<file path="config.mk">
export PLATFORM = sky130hd
export DESIGN_NAME = ord_rd_queue
export DESIGN_NICKNAME = d
export VERILOG_FILES = /design/src/rtl/ord_rd_pkg.sv /design/src/rtl/ord_rd_fifo.sv /design/src/rtl/ord_rd_ctrl.sv /design/src/rtl/ord_rd_queue.sv
export SDC_FILE = /design/constraint.sdc
export NUM_CORES = 1
export LEC_CHECK = 0
export BUFFER_PORTS_ARGS = -buffer_cell sky130_fd_sc_hd__buf_4
export CAP_MARGIN = 40
export CORE_ASPECT_RATIO = 1.4
export CORE_MARGIN = 1.5
export CORE_UTILIZATION = 30
export DETAILED_ROUTE_END_ITERATION = 6
export GPL_ROUTABILITY_DRIVEN = 0
export PLACE_DENSITY = 0.46
export REMOVE_ABC_BUFFERS = 1
export SYNTH_ARGS = -nofsm -noshare
export SYNTH_HDL_FRONTEND = slang
export SYNTH_SLANG_ARGS = --single-unit
</file>
<file path="constraint.sdc">
create_clock -name clk_i -period 2.45 [get_ports clk_i]
set_input_delay 0.6125 -clock clk_i [delete_from_list [all_inputs] [get_ports clk_i]]
set_output_delay 0.6125 -clock clk_i [all_outputs]
set_load 0.01 [all_outputs]
</file>
<file path="src/rtl/ord_rd_pkg.sv">
package ord_rd_pkg;
  typedef enum logic [1:0] {
    ST_IDLE  = 2'd0,
    ST_ISSUE = 2'd1,
    ST_WAIT  = 2'd2,
    ST_GAP   = 2'd3
  } rdq_state_e;
endpackage

</file>
<file path="src/rtl/ord_rd_fifo.sv">
module ord_rd_fifo #(
  parameter int DEPTH  = 4,
  parameter int ADDR_W = 32,
  parameter int TAG_W  = 4,
  localparam int PTR_W = (DEPTH > 1) ? $clog2(DEPTH) : 1,
  localparam int CNT_W = $clog2(DEPTH + 1)
) (
  input  logic              clk_i,
  input  logic              rst_ni,
  input  logic              push_i,
  input  logic [ADDR_W-1:0] push_addr_i,
  input  logic [TAG_W-1:0]  push_tag_i,
  input  logic              pop_i,
  output logic [ADDR_W-1:0] head_addr_o,
  output logic [TAG_W-1:0]  head_tag_o,
  output logic [CNT_W-1:0]  occ_o,
  output logic              full_o,
  output logic              empty_o
);
  localparam logic [PTR_W-1:0] LAST = PTR_W'(DEPTH - 1);
  localparam logic [CNT_W-1:0] FULL = CNT_W'(DEPTH);

  logic [ADDR_W-1:0] addr_q [DEPTH];
  logic [TAG_W-1:0]  tag_q  [DEPTH];
  logic [PTR_W-1:0]  wptr_q, rptr_q;
  logic [CNT_W-1:0]  occ_q;

  assign full_o      = (occ_q == FULL);
  assign empty_o     = (occ_q == '0);
  assign occ_o       = occ_q;
  assign head_addr_o = addr_q[rptr_q];
  assign head_tag_o  = tag_q[rptr_q];

  for (genvar i = 0; i < DEPTH; i++) begin : g_slot
    always_ff @(posedge clk_i or negedge rst_ni) begin
      if (!rst_ni) begin
        addr_q[i] <= '0;
        tag_q[i]  <= '0;
      end else if (push_i && wptr_q == PTR_W'(i)) begin
        addr_q[i] <= push_addr_i;
        tag_q[i]  <= push_tag_i;
      end
    end
  end

  always_ff @(posedge clk_i or negedge rst_ni) begin
    if (!rst_ni) begin
      wptr_q <= '0;
      rptr_q <= '0;
      occ_q  <= '0;
    end else begin
      if (push_i) wptr_q <= (wptr_q == LAST) ? '0 : wptr_q + 1'b1;
      if (pop_i)  rptr_q <= (rptr_q == LAST) ? '0 : rptr_q + 1'b1;
      if (push_i && !pop_i)      occ_q <= occ_q + 1'b1;
      else if (pop_i && !push_i) occ_q <= occ_q - 1'b1;
    end
  end
endmodule

</file>
<file path="src/rtl/ord_rd_ctrl.sv">
module ord_rd_ctrl
  import ord_rd_pkg::*;
#(
  parameter int TAG_W = 4
) (
  input  logic             clk_i,
  input  logic             rst_ni,
  input  logic             empty_i,
  input  logic [TAG_W-1:0] head_tag_i,
  input  logic             rd_ack_i,
  input  logic             rsp_valid_i,
  input  logic             rsp_ok_i,
  input  logic             wr_pend_i,
  output logic             rd_req_o,
  output logic             wr_grant_o,
  output logic             pop_o,
  output logic             cmp_valid_o,
  output logic [TAG_W-1:0] cmp_tag_o
);
  rdq_state_e st_q, st_d;

  assign rd_req_o   = (st_q == ST_ISSUE);
  assign wr_grant_o = (st_q == ST_GAP);
  assign pop_o      = (st_q == ST_WAIT) && rsp_valid_i && rsp_ok_i;

  always_comb begin
    st_d = st_q;
    unique case (st_q)
      ST_IDLE:  if (!empty_i) st_d = ST_ISSUE;
      ST_ISSUE: if (rd_ack_i) st_d = ST_WAIT;
      ST_WAIT: begin
        if (rsp_valid_i) begin
          if (rsp_ok_i)       st_d = ST_IDLE;
          else if (wr_pend_i) st_d = ST_GAP;   // write window between attempts
          else                st_d = ST_ISSUE;
        end
      end
      ST_GAP:   st_d = ST_ISSUE;
      default:  st_d = ST_IDLE;
    endcase
  end

  always_ff @(posedge clk_i or negedge rst_ni) begin
    if (!rst_ni) begin
      st_q        <= ST_IDLE;
      cmp_valid_o <= 1'b0;
      cmp_tag_o   <= '0;
    end else begin
      st_q        <= st_d;
      cmp_valid_o <= pop_o;
      if (pop_o) cmp_tag_o <= head_tag_i;
    end
  end
endmodule

</file>
<file path="src/rtl/ord_rd_queue.sv">
module ord_rd_queue #(
  parameter int DEPTH  = 4,
  parameter int ADDR_W = 32,
  parameter int TAG_W  = 4
) (
  input  logic              clk_i,
  input  logic              rst_ni,
  input  logic              enq_valid_i,
  input  logic [ADDR_W-1:0] enq_addr_i,
  input  logic [TAG_W-1:0]  enq_tag_i,
  output logic              full_o,
  output logic              rd_req_o,
  output logic [ADDR_W-1:0] rd_addr_o,
  output logic [TAG_W-1:0]  rd_tag_o,
  input  logic              rd_ack_i,
  input  logic              rsp_valid_i,
  input  logic              rsp_ok_i,
  input  logic              wr_pend_i,
  output logic              wr_grant_o,
  output logic              cmp_valid_o,
  output logic [TAG_W-1:0]  cmp_tag_o
);
  localparam int CNT_W = $clog2(DEPTH + 1);

  logic             push, pop, empty;
  logic [CNT_W-1:0] occ;

  assign push = enq_valid_i && !full_o;

  ord_rd_fifo #(.DEPTH(DEPTH), .ADDR_W(ADDR_W), .TAG_W(TAG_W)) i_fifo (
    .clk_i       (clk_i),
    .rst_ni      (rst_ni),
    .push_i      (push),
    .push_addr_i (enq_addr_i),
    .push_tag_i  (enq_tag_i),
    .pop_i       (pop),
    .head_addr_o (rd_addr_o),
    .head_tag_o  (rd_tag_o),
    .occ_o       (occ),
    .full_o      (full_o),
    .empty_o     (empty)
  );

  ord_rd_ctrl #(.TAG_W(TAG_W)) i_ctrl (
    .clk_i       (clk_i),
    .rst_ni      (rst_ni),
    .empty_i     (empty),
    .head_tag_i  (rd_tag_o),
    .rd_ack_i    (rd_ack_i),
    .rsp_valid_i (rsp_valid_i),
    .rsp_ok_i    (rsp_ok_i),
    .wr_pend_i   (wr_pend_i),
    .rd_req_o    (rd_req_o),
    .wr_grant_o  (wr_grant_o),
    .pop_o       (pop),
    .cmp_valid_o (cmp_valid_o),
    .cmp_tag_o   (cmp_tag_o)
  );
endmodule

</file>
After elaboration in Yosys (flattened, before gate mapping)
Index checks and enable logic that the tools add are counted.
{"block": "op_classes", "n_lt_le_gt_ge": 1, "n_addsub": 4, "n_mux": 16, "eq_ne": 11, "n_reduce_logical": 17, "bitwise_logic": 1}
{"cell": "$bmux 32 s2", "n": 1}
{"cell": "$mux 32", "n": 2}
{"cell": "$mux 2", "n": 7}
{"cell": "$eq 2x2->1 const B", "n": 5}
{"cell": "$logic_and 1x1->1", "n": 9}
{"cell": "$bmux 4 s2", "n": 1}
{"cell": "$mux 4", "n": 2}
{"cell": "$pmux 2 s4", "n": 1}
{"cell": "$mux 3", "n": 2}
{"cell": "$add 2x1->2 const B", "n": 2}
{"cell": "$eq 2x1->1 const B", "n": 2}
{"cell": "$logic_not 2->1", "n": 2}
{"cell": "$ne 2x2->1 const B", "n": 2}
{"cell": "$add 3x1->3 const B", "n": 1}
{"cell": "$eq 3x3->1 const B", "n": 1}
{"cell": "$ge 3x3->1 const B", "n": 1}
{"cell": "$logic_not 1->1", "n": 3}
{"cell": "$logic_not 3->1", "n": 1}
{"cell": "$not 2->3", "n": 1}
{"cell": "$reduce_and 3->1", "n": 1}
{"cell": "$sub 3x1->3 const B", "n": 1}
{"cell": "$ne 2x1->1 const B", "n": 1}
{"cell": "$reduce_bool 2->1", "n": 1}
{"block": "word_totals", "in_bits": 43, "output_inout_bits": 44, "reg_bits": 158}

Logic depth before layout (Yosys ltp)
{"block": "depth", "word_depth": 7, "depth_mapped": 9}

Cells and area by module
A second synthesis with hierarchy kept.
{"block": "unflattened", "cells_unflattened": 413, "area_unflattened_um2": 7034.2}
{"mod": "ord_rd_fifo", "cells_each": 382, "instances": 1, "area_per_inst_um2": 6632.6, "seq_area_each_um2": 3778.6}
{"mod": "ord_rd_ctrl", "cells_each": 30, "instances": 1, "area_per_inst_um2": 387.9, "seq_area_each_um2": 175.2}
{"mod": "ord_rd_queue", "cells_each": 1, "instances": 1, "area_per_inst_um2": 13.8, "seq_area_each_um2": 0.0}

Worst setup path before layout
No wires, ideal clock.
{"block": "synth_path", "path_type": "register to register", "from": "register i_fifo.occ_q[0] (netlist: i_fifo.occ_o[0])", "to": "register i_fifo.occ_q[1] (netlist: i_fifo.occ_o[1])", "setup_slack_ns": 0.208, "period_less_slack_ns": 2.242, "arrival_time_ns": 2.117, "stages_incl_launch_ff": 7, "setup_time_ns": 0.125, "cell_sequence": "dfrtp_1 -> nor3b_2 -> and2b_2 -> ha_1 -> inv_1 -> fa_1 -> mux2_2"}
{"block": "synth_between", "elab_chain_cells": 6}
{"item": "start: declaration", "line_no": "ord_rd_fifo.sv:26", "rtl": "logic [CNT_W-1:0] occ_q;"}
{"item": "start signal: assignment", "line_no": "ord_rd_fifo.sv:54", "rtl": "if (push_i && !pop_i) occ_q <= occ_q + 1'b1;"}
{"item": "start signal: assignment", "line_no": "ord_rd_fifo.sv:55", "rtl": "else if (pop_i && !push_i) occ_q <= occ_q - 1'b1;"}
{"item": "$eq 3x3->1 *", "line_no": "ord_rd_fifo.sv:28", "rtl": "assign full_o = (occ_q == FULL);"}
{"item": "via full_o", "line_no": "ord_rd_queue.sv:11", "rtl": "output logic full_o,"}
{"item": "$logic_not 1->1 *", "line_no": "ord_rd_queue.sv:28", "rtl": "assign push = enq_valid_i && !full_o;"}
{"item": "$logic_and 1x1->1 *", "line_no": "ord_rd_queue.sv:28"}
{"item": "via i_fifo.push_i", "line_no": "ord_rd_fifo.sv:10", "rtl": "input logic push_i,"}
{"item": "$logic_not 1->1", "line_no": "ord_rd_fifo.sv:55"}
{"item": "$logic_and 1x1->1", "line_no": "ord_rd_fifo.sv:55"}
{"item": "$reduce_bool 2->1 (no source line)"}
Mark *: on every way through the listed nets, which the timed path passes. The rest lies on a longest branch. The select of a mux whose other input is x is not followed.
A chain may end at the register's enable or synchronous reset.

Worst setup path after layout
{"block": "layout_path", "from": "register i_fifo.rptr_q[0]", "to": "output port rd_addr_o[5]"}
{"block": "layout_between", "elab_chain_cells": 4}
{"item": "start: declaration", "line_no": "ord_rd_fifo.sv:25", "rtl": "logic [PTR_W-1:0] wptr_q, rptr_q;"}
{"item": "start signal: assignment", "line_no": "ord_rd_fifo.sv:53", "rtl": "if (pop_i) rptr_q <= (rptr_q == LAST) ? '0 : rptr_q + 1'b1;"}
{"item": "$not 2->3 (implied by the code)", "line_no": "ord_rd_fifo.sv:31", "rtl": "assign head_addr_o = addr_q[rptr_q];"}
{"item": "$bmux 32 s2", "line_no": "ord_rd_fifo.sv:31"}
{"item": "$mux 32 (implied by the code) (2 in series)", "line_no": "ord_rd_fifo.sv:31"}
{"item": "end: declaration", "line_no": "ord_rd_queue.sv:13", "rtl": "output logic [ADDR_W-1:0] rd_addr_o,"}
Every way passes these cells. The select of a mux whose other input is x is not followed.

==> flow_summary.ini <==
[synthesis]
ys_top_cells_by_area = dfrtp_1 56%, mux2_2 25%, mux4_2 12%
ys_seq_area_frac = 0.563
yosys_most_used_dff = dfrtp_1
synth_area_leader_cell = dfrtp_1
avgSynthCellArea_um2 = 17.1
syn_inst = 412
synthArstFlopShare = 1.00
synth-seq-cells = 158
ys_top_cells_by_count = 158 x dfrtp_1, 154 x mux2_2, 36 x mux4_2, 12 x clkbuf_8, 10 x ha_1
synth.most_common_cell = dfrtp_1
synth_area_um2 = 7030
ys_types = 23
synth_top_area_frac = 0.563
synth_edf_count = 0
yosys_warnings = 0

[route]
viasPerCell = 4.67
num_vias = 3964
first_pass_iters = 4
drt-wirelength-per-cell_um = 18.6
drt_iter0_markers = 117
drc_errors = 0
antenna_left = 0
totalWireLength_um = 15800

[floorplanning]
dieArea_um2 = 24400
num_rows = 66
die_w_um = 132
start_util = 0.304
die_h_um = 184
io_pins = 87
core_um2 = 23100

[layout]
fin_nets = 583
fin_cells = 848
drive_above_1_share = 0.642
synthToLayoutAreaGrowth_pct = 28.0
num_antenna_cells = 0
fin_area_um2 = 9000
post-route-util = 0.389

[sta]
whs_ns = 0.125
fin_skew_ns = 0.00643
fmax_mhz = 412
max-slew-margin-rel = 0.600
slew_violations = 0
min_period_ns = 2.43
tightestPinTransition_ns = 0.600
fin_crit_sh = 0.991
finalSetupViolations = 0
hold_violations = 0
rsz0062_at_grt = yes

[clock_tree]
cts.clk_slew.worst_paths_ns = 0.06
cts_buffer_depth = 2
cts_max_level = 4
cts_buffers = 17
clk_latency_ns = 0.42
cts.sinks = 158
cts_root_buffer = clkbuf_16
cts_tree = built
cts_hold_buf = 0

[setup_path]
cp_max_fo = 6
rr_worst_depth = 6
crit_type = flip-flop to primary output
setup.worst_path.end_class = primary output
rrSetupSlack_ns = 0.40
reg2reg_to = i_fifo.occ_o[1]$_DFFE_PN0P_
cp-start-kind = flip-flop
crit_required_ns = 1.84
cp.arrival_ns = 1.81
r2r-start = i_fifo.occ_o[0]$_DFFE_PN0P_

[global_route]
grt_usage = 0.141
grt_pass1_wl_um = 25700
antenna_found_initial = 1
overflow = 0
grt_max_degree = 59
first_global_vias = 4565

[placed_design]
dp.final_hpwl_um = 10400
dp_cells = 805
placed_area_um2 = 8120
portBuffers = 86

[outcome]
status = finished, final reports clean

[pwr]
irDropWorstVdd_v = 0.000643
power_density_nw_per_um2 = 1510
p_leak_nw = 3.83
power_mw = 13.6

[run]
maxCapViolations = 0

[worst_hold_path]
hold_class = primary input to async pin
how the worst max path moves through the flow:
stage,from,endpoint,cells past startpoint
floorplan,i_fifo.rptr_q[0]$_DFFE_PN0P_,rd_tag_o[0],1
global placement,i_fifo.rptr_q[0]$_DFFE_PN0P_,rd_addr_o[27],3
detailed placement,i_fifo.rptr_q[0]$_DFFE_PN0P_,rd_addr_o[27],3
CTS,i_fifo.rptr_q[0]$_DFFE_PN0P_,rd_addr_o[28],4
global route,i_fifo.rptr_q[0]$_DFFE_PN0P_,rd_addr_o[5],4
finish,i_fifo.rptr_q[0]$_DFFE_PN0P_,rd_addr_o[5],4
routing by layer:
layer	track usage	wire length, um	up-vias
met5	0	10	-
met4	0.0563	317	2
met3	0.0360	564	22
met2	0.240	8140	65
met1	0.170	6780	2118
li1	-	-	1757
logic make-up (layout without fill, tap and decap cells):
group,Yosys count,after routing,synth area share
buffers and inverters,28,158,0.0329
AND/OR/NAND/NOR,19,19,0.0150
flip-flops,158,158,0.563
XOR/XNOR,3,3,0.00374
adder cells (fa/ha/maj),11,11,0.0207
AO/OA/AOI/OAI,3,3,0.00303
multiplexers,190,190,0.362
timing repair:
item                       CTS  global route
setup endpoints to repair   36            30
hold endpoints to repair     0             0
gates cloned                 0             1
resized for setup           20             8
buffers inserted             8             2
final cells by class:
class | instances | area, um2
clock buffer | 19 | 453
clock inverter | 13 | 211
fill | 2216 | 14100
inverter | 8 | 30.0
multi-input combinational | 226 | 2860
sequential | 158 | 3960
tap | 306 | 383
timing repair buffer | 118 | 1100
flip-flops by register name, summed over array words and instances (netlist names):
name,cells
i_ctrl.st_q,2
i_fifo.tag_q,16
i_fifo.occ_o,3
i_ctrl.cmp_tag_o,4
i_fifo.addr_q,128
i_fifo.wptr_q,2
i_fifo.rptr_q,2
i_ctrl.cmp_valid_o,1
stage by stage:
step / TNS, ns / setup slack, ns
after floorplan: -15.27 / -0.416
after global placement: 0 / 0.285
after detailed placement: 0 / 0.289
after CTS: -0.278 / -0.0378
after global routing: -0.576 / -0.0420
final: 0 / 0.0232
power breakdown:
part	switching, mW	leakage (nW)	internal [mW]	total (mW)
Clock	1.08	0.312	1.87	2.95
Sequential	0.723	1.88	3.96	4.69
Combinational	2.23	1.64	3.69	5.92
critical path, cell delays in order, from the launching register on:
cell       delay [ns]
dfrtp_4          0.51
buf_12           0.16
clkbuf_16        0.16
mux4_2           0.43
buf_6            0.14
cell usage in the layout (no fill, tap or decap):
cell / n
mux2_2: 154
nor2_1: 2
a21o_1: 1
xor2_1: 2
bufinv_16: 5
dfrtp_4: 2
inv_6: 1
mux4_2: 36
o21ai_0: 1
buf_6: 28
clkinv_4: 2
a221oi_1: 1
xnor2_1: 1
clkinv_2: 1
dfrtp_1: 156
nand2b_1: 1
clkbuf_8: 2
nor3_1: 1
buf_4: 82
ha_1: 10
inv_1: 8
fa_1: 1
clkinvlp_4: 4
nand3_1: 1
nor2_4: 4
nor4b_1: 1
nand2_1: 7
buf_12: 7
nor3b_2: 1
clkbuf_16: 18
and2b_2: 1
(Power assumes the default switching activity.)
